--- src/rtl/irq_enc_pkg.sv ---
package irq_enc_pkg;

    localparam int CODE_W = 3;
    localparam int NSRC   = 9;

    // source index inside a channel's flag vector
    localparam int SRC_WAKE = 0;
    localparam int SRC_RXD  = 1;
    localparam int SRC_LST  = 2;
    localparam int SRC_RTO  = 3;
    localparam int SRC_TXR  = 4;
    localparam int SRC_MDM  = 5;
    localparam int SRC_FLW  = 6;
    localparam int SRC_PIN  = 7;
    localparam int SRC_TMR  = 8;

    typedef enum logic [CODE_W-1:0] {
        CODE_NONE  = 3'b000,
        CODE_RX    = 3'b001,
        CODE_RXTO  = 3'b010,
        CODE_TX    = 3'b011,
        CODE_MODEM = 3'b100,
        CODE_PIN   = 3'b110,
        CODE_TIMER = 3'b111
    } src_code_e;

    typedef enum logic {
        FL_IDLE = 1'b0,
        FL_HELD = 1'b1
    } flag_st_e;

endpackage

--- src/rtl/irq_sticky_flag.sv ---
module irq_sticky_flag
    import irq_enc_pkg::*;
(
    input  logic clk,
    input  logic rst_n,
    input  logic set_i,
    input  logic clr_i,
    output logic held_o
);

    flag_st_e state_q, state_d;

    always_ff @(posedge clk) begin
        if (!rst_n) state_q <= FL_IDLE;
        else        state_q <= state_d;
    end

    always_comb begin
        state_d = state_q;
        unique case (state_q)
            FL_IDLE: if (set_i)           state_d = FL_HELD;
            FL_HELD: if (clr_i && !set_i) state_d = FL_IDLE;
        endcase
    end

    always_comb held_o = (state_q == FL_HELD);

    // a set strobe always leaves the flag held
    a_r11_set_wins: assert property (@(posedge clk) disable iff (!rst_n)
        set_i |=> held_o);

    // a clear with no competing set empties the flag
    a_r9_clear_drops: assert property (@(posedge clk) disable iff (!rst_n)
        (clr_i && !set_i) |=> !held_o);

    // a flag never rises without its set strobe
    a_r12_no_spurious: assert property (@(posedge clk) disable iff (!rst_n)
        (!held_o && !set_i) |=> !held_o);

endmodule

--- src/rtl/irq_src_encoder.sv ---
module irq_src_encoder
    import irq_enc_pkg::*;
(
    input  logic [NSRC-1:0]   held_i,
    output logic [CODE_W-1:0] code_o,
    output logic              any_o
);

    src_code_e code;

    always_comb begin
        if (held_i[SRC_RXD] || held_i[SRC_LST])      code = CODE_RX;
        else if (held_i[SRC_RTO])                    code = CODE_RXTO;
        else if (held_i[SRC_TXR])                    code = CODE_TX;
        else if (held_i[SRC_MDM] || held_i[SRC_FLW]) code = CODE_MODEM;
        else if (held_i[SRC_PIN])                    code = CODE_PIN;
        else if (held_i[SRC_TMR])                    code = CODE_TIMER;
        else                                         code = CODE_NONE;
    end

    assign code_o = code;
    assign any_o  = |held_i;

endmodule

--- src/rtl/irq_chan_slice.sv ---
module irq_chan_slice
    import irq_enc_pkg::*;
#(
    parameter bit HAS_EXT = 1'b0
) (
    input  logic              clk,
    input  logic              rst_n,
    input  logic [NSRC-1:0]   ev_i,
    input  logic [NSRC-1:0]   clr_i,
    output logic [CODE_W-1:0] code_o,
    output logic              pend_o
);

    logic [NSRC-1:0] held;

    for (genvar s = 0; s < NSRC; s++) begin : g_flag
        irq_sticky_flag u_flag (
            .clk    (clk),
            .rst_n  (rst_n),
            .set_i  (ev_i[s]),
            .clr_i  (clr_i[s]),
            .held_o (held[s])
        );
    end

    irq_src_encoder u_enc (
        .held_i (held),
        .code_o (code_o),
        .any_o  (pend_o)
    );

    // reserved code never emitted
    a_r5_no_reserved: assert property (@(posedge clk) disable iff (!rst_n)
        code_o != 3'b101);

    // receive causes outrank everything
    a_r5_rx_first: assert property (@(posedge clk) disable iff (!rst_n)
        (held[SRC_RXD] || held[SRC_LST]) |-> code_o == 3'b001);

    // a nonzero code implies the pending bit
    a_r2_code_pend: assert property (@(posedge clk) disable iff (!rst_n)
        (code_o != 3'b000) |-> pend_o);

    // channel-0-only codes stay off other channels
    a_r6_ext_only_ch0: assert property (@(posedge clk) disable iff (!rst_n)
        !HAS_EXT |-> (code_o[2:1] != 2'b11));

endmodule

--- src/rtl/irq_summary_enc.sv ---
module irq_summary_enc
    import irq_enc_pkg::*;
#(
    parameter int NCH = 8
) (
    input  logic                clk,
    input  logic                rst_n,
    input  logic [NCH-1:0]      wake_ev,
    input  logic [NCH-1:0]      rxrdy_ev,
    input  logic [NCH-1:0]      lstat_ev,
    input  logic [NCH-1:0]      rxto_ev,
    input  logic [NCH-1:0]      txrdy_ev,
    input  logic [NCH-1:0]      modem_ev,
    input  logic [NCH-1:0]      flow_ev,
    input  logic                tmr_ev,
    input  logic                pin_ev,
    input  logic                pend_rd,
    input  logic [NCH-1:0]      rxfifo_empty,
    input  logic [NCH-1:0]      lstat_rd,
    input  logic [NCH-1:0]      stat_rd,
    input  logic [NCH-1:0]      modem_rd,
    input  logic                tmr_rd,
    input  logic                pin_rd,
    output logic [NCH-1:0]      pend,
    output logic [NCH*CODE_W-1:0] codes,
    output logic                irq
);

    localparam int FIELD_W = NCH * CODE_W;

    logic [NSRC-1:0] ev_v  [NCH];
    logic [NSRC-1:0] clr_v [NCH];
    logic [FIELD_W-1:0] field;

    for (genvar k = 0; k < NCH; k++) begin : g_ch
        localparam bit EXT = (k == 0);
        logic ext_ev_t, ext_ev_p, ext_rd_t, ext_rd_p;

        if (EXT) begin : g_ext
            assign ext_ev_t = tmr_ev;
            assign ext_ev_p = pin_ev;
            assign ext_rd_t = tmr_rd;
            assign ext_rd_p = pin_rd;
        end else begin : g_noext
            assign ext_ev_t = 1'b0;
            assign ext_ev_p = 1'b0;
            assign ext_rd_t = 1'b0;
            assign ext_rd_p = 1'b0;
        end

        assign ev_v[k] = {ext_ev_t, ext_ev_p, flow_ev[k], modem_ev[k],
                          txrdy_ev[k], rxto_ev[k], lstat_ev[k],
                          rxrdy_ev[k], wake_ev[k]};

        assign clr_v[k] = {ext_rd_t, ext_rd_p, stat_rd[k], modem_rd[k],
                           stat_rd[k], rxfifo_empty[k], lstat_rd[k],
                           rxfifo_empty[k], pend_rd};

        irq_chan_slice #(.HAS_EXT(EXT)) u_slice (
            .clk    (clk),
            .rst_n  (rst_n),
            .ev_i   (ev_v[k]),
            .clr_i  (clr_v[k]),
            .code_o (field[CODE_W*k +: CODE_W]),
            .pend_o (pend[k])
        );
    end

    assign codes = field;
    assign irq   = |pend;

    logic any_ev;
    assign any_ev = |{wake_ev, rxrdy_ev, lstat_ev, rxto_ev, txrdy_ev,
                      modem_ev, flow_ev, tmr_ev, pin_ev};

    // the summary line cannot rise without an event
    a_r12_irq_quiet: assert property (@(posedge clk) disable iff (!rst_n)
        (!irq && !any_ev) |=> !irq);

    // quiet right after reset release
    a_r1_reset_quiet: assert property (@(posedge clk)
        !rst_n |=> (pend == '0));

endmodule

--- config.mk ---
export PLATFORM = sky130hd
export DESIGN_NAME = irq_summary_enc
export DESIGN_NICKNAME = d
export VERILOG_FILES = /design/src/rtl/irq_enc_pkg.sv /design/src/rtl/irq_sticky_flag.sv /design/src/rtl/irq_src_encoder.sv /design/src/rtl/irq_chan_slice.sv /design/src/rtl/irq_summary_enc.sv
export SDC_FILE = /design/constraint.sdc
export NUM_CORES = 1
export LEC_CHECK = 0
export BUFFER_PORTS_ARGS = -buffer_cell sky130_fd_sc_hd__buf_2
export CAP_MARGIN = 20
export CORE_ASPECT_RATIO = 1.25
export CORE_UTILIZATION = 48
export DETAILED_ROUTE_END_ITERATION = 10
export PLACE_DENSITY = 0.85
export SYNTH_ARGS = -nofsm -noshare
export SYNTH_HDL_FRONTEND = slang
export SYNTH_SLANG_ARGS = --single-unit
export TNS_END_PERCENT = 30
--- constraint.sdc ---
create_clock -name clk -period 7.83 [get_ports clk]
set_clock_uncertainty 0.2 [all_clocks]
set_input_delay 1.566 -clock clk [delete_from_list [all_inputs] [get_ports clk]]
set_output_delay 1.566 -clock clk [all_outputs]
set_load 0.01 [all_outputs]
==> results_dict.tcl <==
set metrics [dict create \
    status "complete, no violations" \
    period_share_pct 57.7 \
    syn_inst 264 \
    ctsResizeCount 0 \
    netlist_area_sq_um 2420 \
    cts-root-buf "clkbuf_8" \
    grt_pass1_vias 2146 \
    nFillCells 400 \
    hpwl_microns 4160 \
    vias_per_cell 4.89 \
    antenna_found_initial 0 \
    yosysWarnings 0 \
    wirelength_microns 5470 \
    gp_congestion 0.850 \
    die_area_sq_um 5340 \
    maxCapViolations 0 \
    rows 28 \
    drive_gt1_share_pct 36.9 \
    tightest_slew_ns 1.01 \
    yosysUniqueCellTypes 18 \
    clock_path_buffers 2 \
    hold_class "flop to flop" \
    drv_slew 0 \
    coreArea_sq_um 4800 \
    nets 483 \
    drcViolationCount 0 \
    largest_reg_flops 58 \
    setup_viol 0 \
    clk_latency_ns 0.33 \
    rsz0062_at_grt "false" \
    start_util_pct 50.5 \
    postCtsSetupRepairBufs 0 \
    vias 2213 \
    numPlacedInstances 437 \
    end_kind "primary output" \
    htree_levels 3 \
    synth.largest_area_cell "dfxtp_1" \
    num_antenna_cells 0 \
    grt_pass1_wl_microns 8600 \
    die_h_microns 81.4 \
    power.density_nw_per_um2 215 \
    r2r_cells 2 \
    tns_ns 0 \
    io_pins 128 \
    fmax_mhz 222 \
    switching_share_pct 23.6 \
    path_class "flop to primary output" \
    worstPathMaxFanout 4 \
    irDropWorstVdd_v 0.000178 \
    power.leakage_nw 1.49 \
    die_width_microns 65.6 \
    ys_top_cells_by_area "dfxtp_1 (48%), o21a_1 (19%), nor2b_1 (13%)" \
    drt_iter0_drc 56 \
    required_ns 6.06 \
    syn_nets 359 \
    p_sw_uw 165 \
    intPower_uw 533 \
    seq_area_frac_synth_pct 47.9 \
    track_usage_pct 22.0 \
    cts-buffers-inserted 9 \
    antenna_left 0 \
    wire_per_inst_microns 12.1 \
    hold_viol_final 0 \
    finalCriticalPeriod_ns 4.51 \
    slew-limit-headroom_pct 32.8 \
    whs_path_depth 2 \
    synth.avg_cell_area_sq_um 9.18 \
    cts_tree "done" \
    final_cells 453 \
    cts_hold_buf 0 \
    pwr-share-comb_pct 14.1 \
    path_clk_slew_ns 0.06 \
    synthToLayoutAreaGrowth_pct 34.1 \
    seqPwrFrac_pct 46.9 \
    ys_ff_latch 58 \
    grt_max_degree 59 \
    start_kind "flop" \
    dr.pass1.iters 4 \
    pwr-share-clk_pct 39.1 \
    synth_top_cell_area_share_pct 47.9 \
    worst_ep_arrival_time_ns 2.75 \
    portBuffers 127 \
    cts.sinks 58 \
    grt-ovfl-total 0 \
]
kinds of logic (layout without fill, tap and decap cells):
group	after synthesis	after routing	synth area share [%]
compound gates	73	73	21.6
simple gates	111	111	25.8
flops	58	58	47.9
buf+inv	22	151	4.65
layout make-up:
| cell class | instances | area [sq um] | share of cell area (%) |
|---|---|---|---|
| sequential | 58 | 1160 | 35.7 |
| multi-input combinational | 184 | 1150 | 35.4 |
| timing repair buffer | 127 | 636 | 19.6 |
| clock buffer | 14 | 163 | 5.01 |
| tap | 60 | 75.1 | 2.31 |
| clock inverter | 2 | 35.0 | 1.08 |
| inverter | 8 | 30.0 | 0.924 |
synthesized netlist by cell type:
| cell type | instances |
|---|---|
| dfxtp_1 | 58 |
| or4_4 | 2 |
| clkbuf_1 | 4 |
| buf_1 | 2 |
| nor3_1 | 3 |
| or2_2 | 2 |
| a21boi_0 | 1 |
| o21ai_0 | 9 |
| nor2b_1 | 51 |
| buf_4 | 8 |
| inv_1 | 8 |
| a31oi_1 | 1 |
| nor2_1 | 35 |
| nand2_1 | 3 |
| o21a_1 | 62 |
| or3_4 | 1 |
| or3_1 | 2 |
| or4_1 | 12 |
routing by layer:
layer / part of all wire, % / GRT usage (%) / vias to the layer above
met5: 0 / 0 / -
met4: 3.7 / 15.9 / 0
met3: 6.1 / 6.53 / 15
met2: 51 / 39.8 / 81
met1: 40 / 21.1 / 979
li1: - / - / 1138
path summary, 6_finish.rpt:
path / start / endpoint / slack (ns)
max reg2reg: g_ch[1].u_slice.g_flag[3].u_flag.held_o$_SDFF_PN0_ / g_ch[1].u_slice.g_flag[3].u_flag.held_o$_SDFF_PN0_ / 6.89
min: g_ch[6].u_slice.g_flag[0].u_flag.held_o$_SDFF_PN0_ / g_ch[6].u_slice.g_flag[0].u_flag.held_o$_SDFF_PN0_ / 0.37
min reg2reg: g_ch[6].u_slice.g_flag[0].u_flag.held_o$_SDFF_PN0_ / g_ch[6].u_slice.g_flag[0].u_flag.held_o$_SDFF_PN0_ / 0.37
max: g_ch[2].u_slice.g_flag[3].u_flag.held_o$_SDFF_PN0_ / irq / 3.32
stage by stage:
step           hold slack, ns  total power, mW  worst slack (ns)  instance area (sq um)  util (%)
5_1_grt                 0.427            0.729              3.23                   3250      67.7
3_5_place_dp            0.359            0.432              3.65                   3050      63.6
2_1_floorplan           0.335            0.387              3.88                   2420         -
3_3_place_gp            0.351            0.429              3.66                   3050      63.6
6_report                0.373            0.698              3.32                   3250      67.7
4_1_cts                 0.378            0.707              3.28                   3250      67.7
critical path, cell delays in order (launching register included):
cell	delay (ns)
dfxtp_1	0.32
or4_1	0.57
or4_1	0.55
or4_1	0.43
or4_1	0.41
buf_2	0.15
power by group through the flow:
| stage | Clock, mW | Sequential [mW] | Combinational [mW] |
|---|---|---|---|
| after floorplan | 0 | 0.330 | 0.0571 |
| after global placement | 0 | 0.332 | 0.0971 |
| after detailed placement | 0 | 0.333 | 0.0986 |
| after CTS | 0.280 | 0.327 | 0.0994 |
| after global routing | 0.290 | 0.330 | 0.109 |
| final | 0.273 | 0.327 | 0.0983 |
placed cells by master, fill, tap and decap left out:
| master | instances |
|---|---|
| buf_2 | 127 |
| dfxtp_1 | 58 |
| o21ai_0 | 9 |
| a21boi_0 | 1 |
| or3_1 | 2 |
| a31oi_1 | 1 |
| bufinv_16 | 1 |
| o21a_1 | 62 |
| inv_1 | 8 |
| or3_4 | 1 |
| or4_4 | 2 |
| clkbuf_1 | 3 |
| clkinv_2 | 1 |
| or4_1 | 12 |
| nand2_1 | 3 |
| or2_2 | 2 |
| nor3_1 | 3 |
| nor2_1 | 35 |
| nor2b_1 | 51 |
| clkbuf_8 | 11 |
No activity file was read; power rests on OpenSTA's default activity.
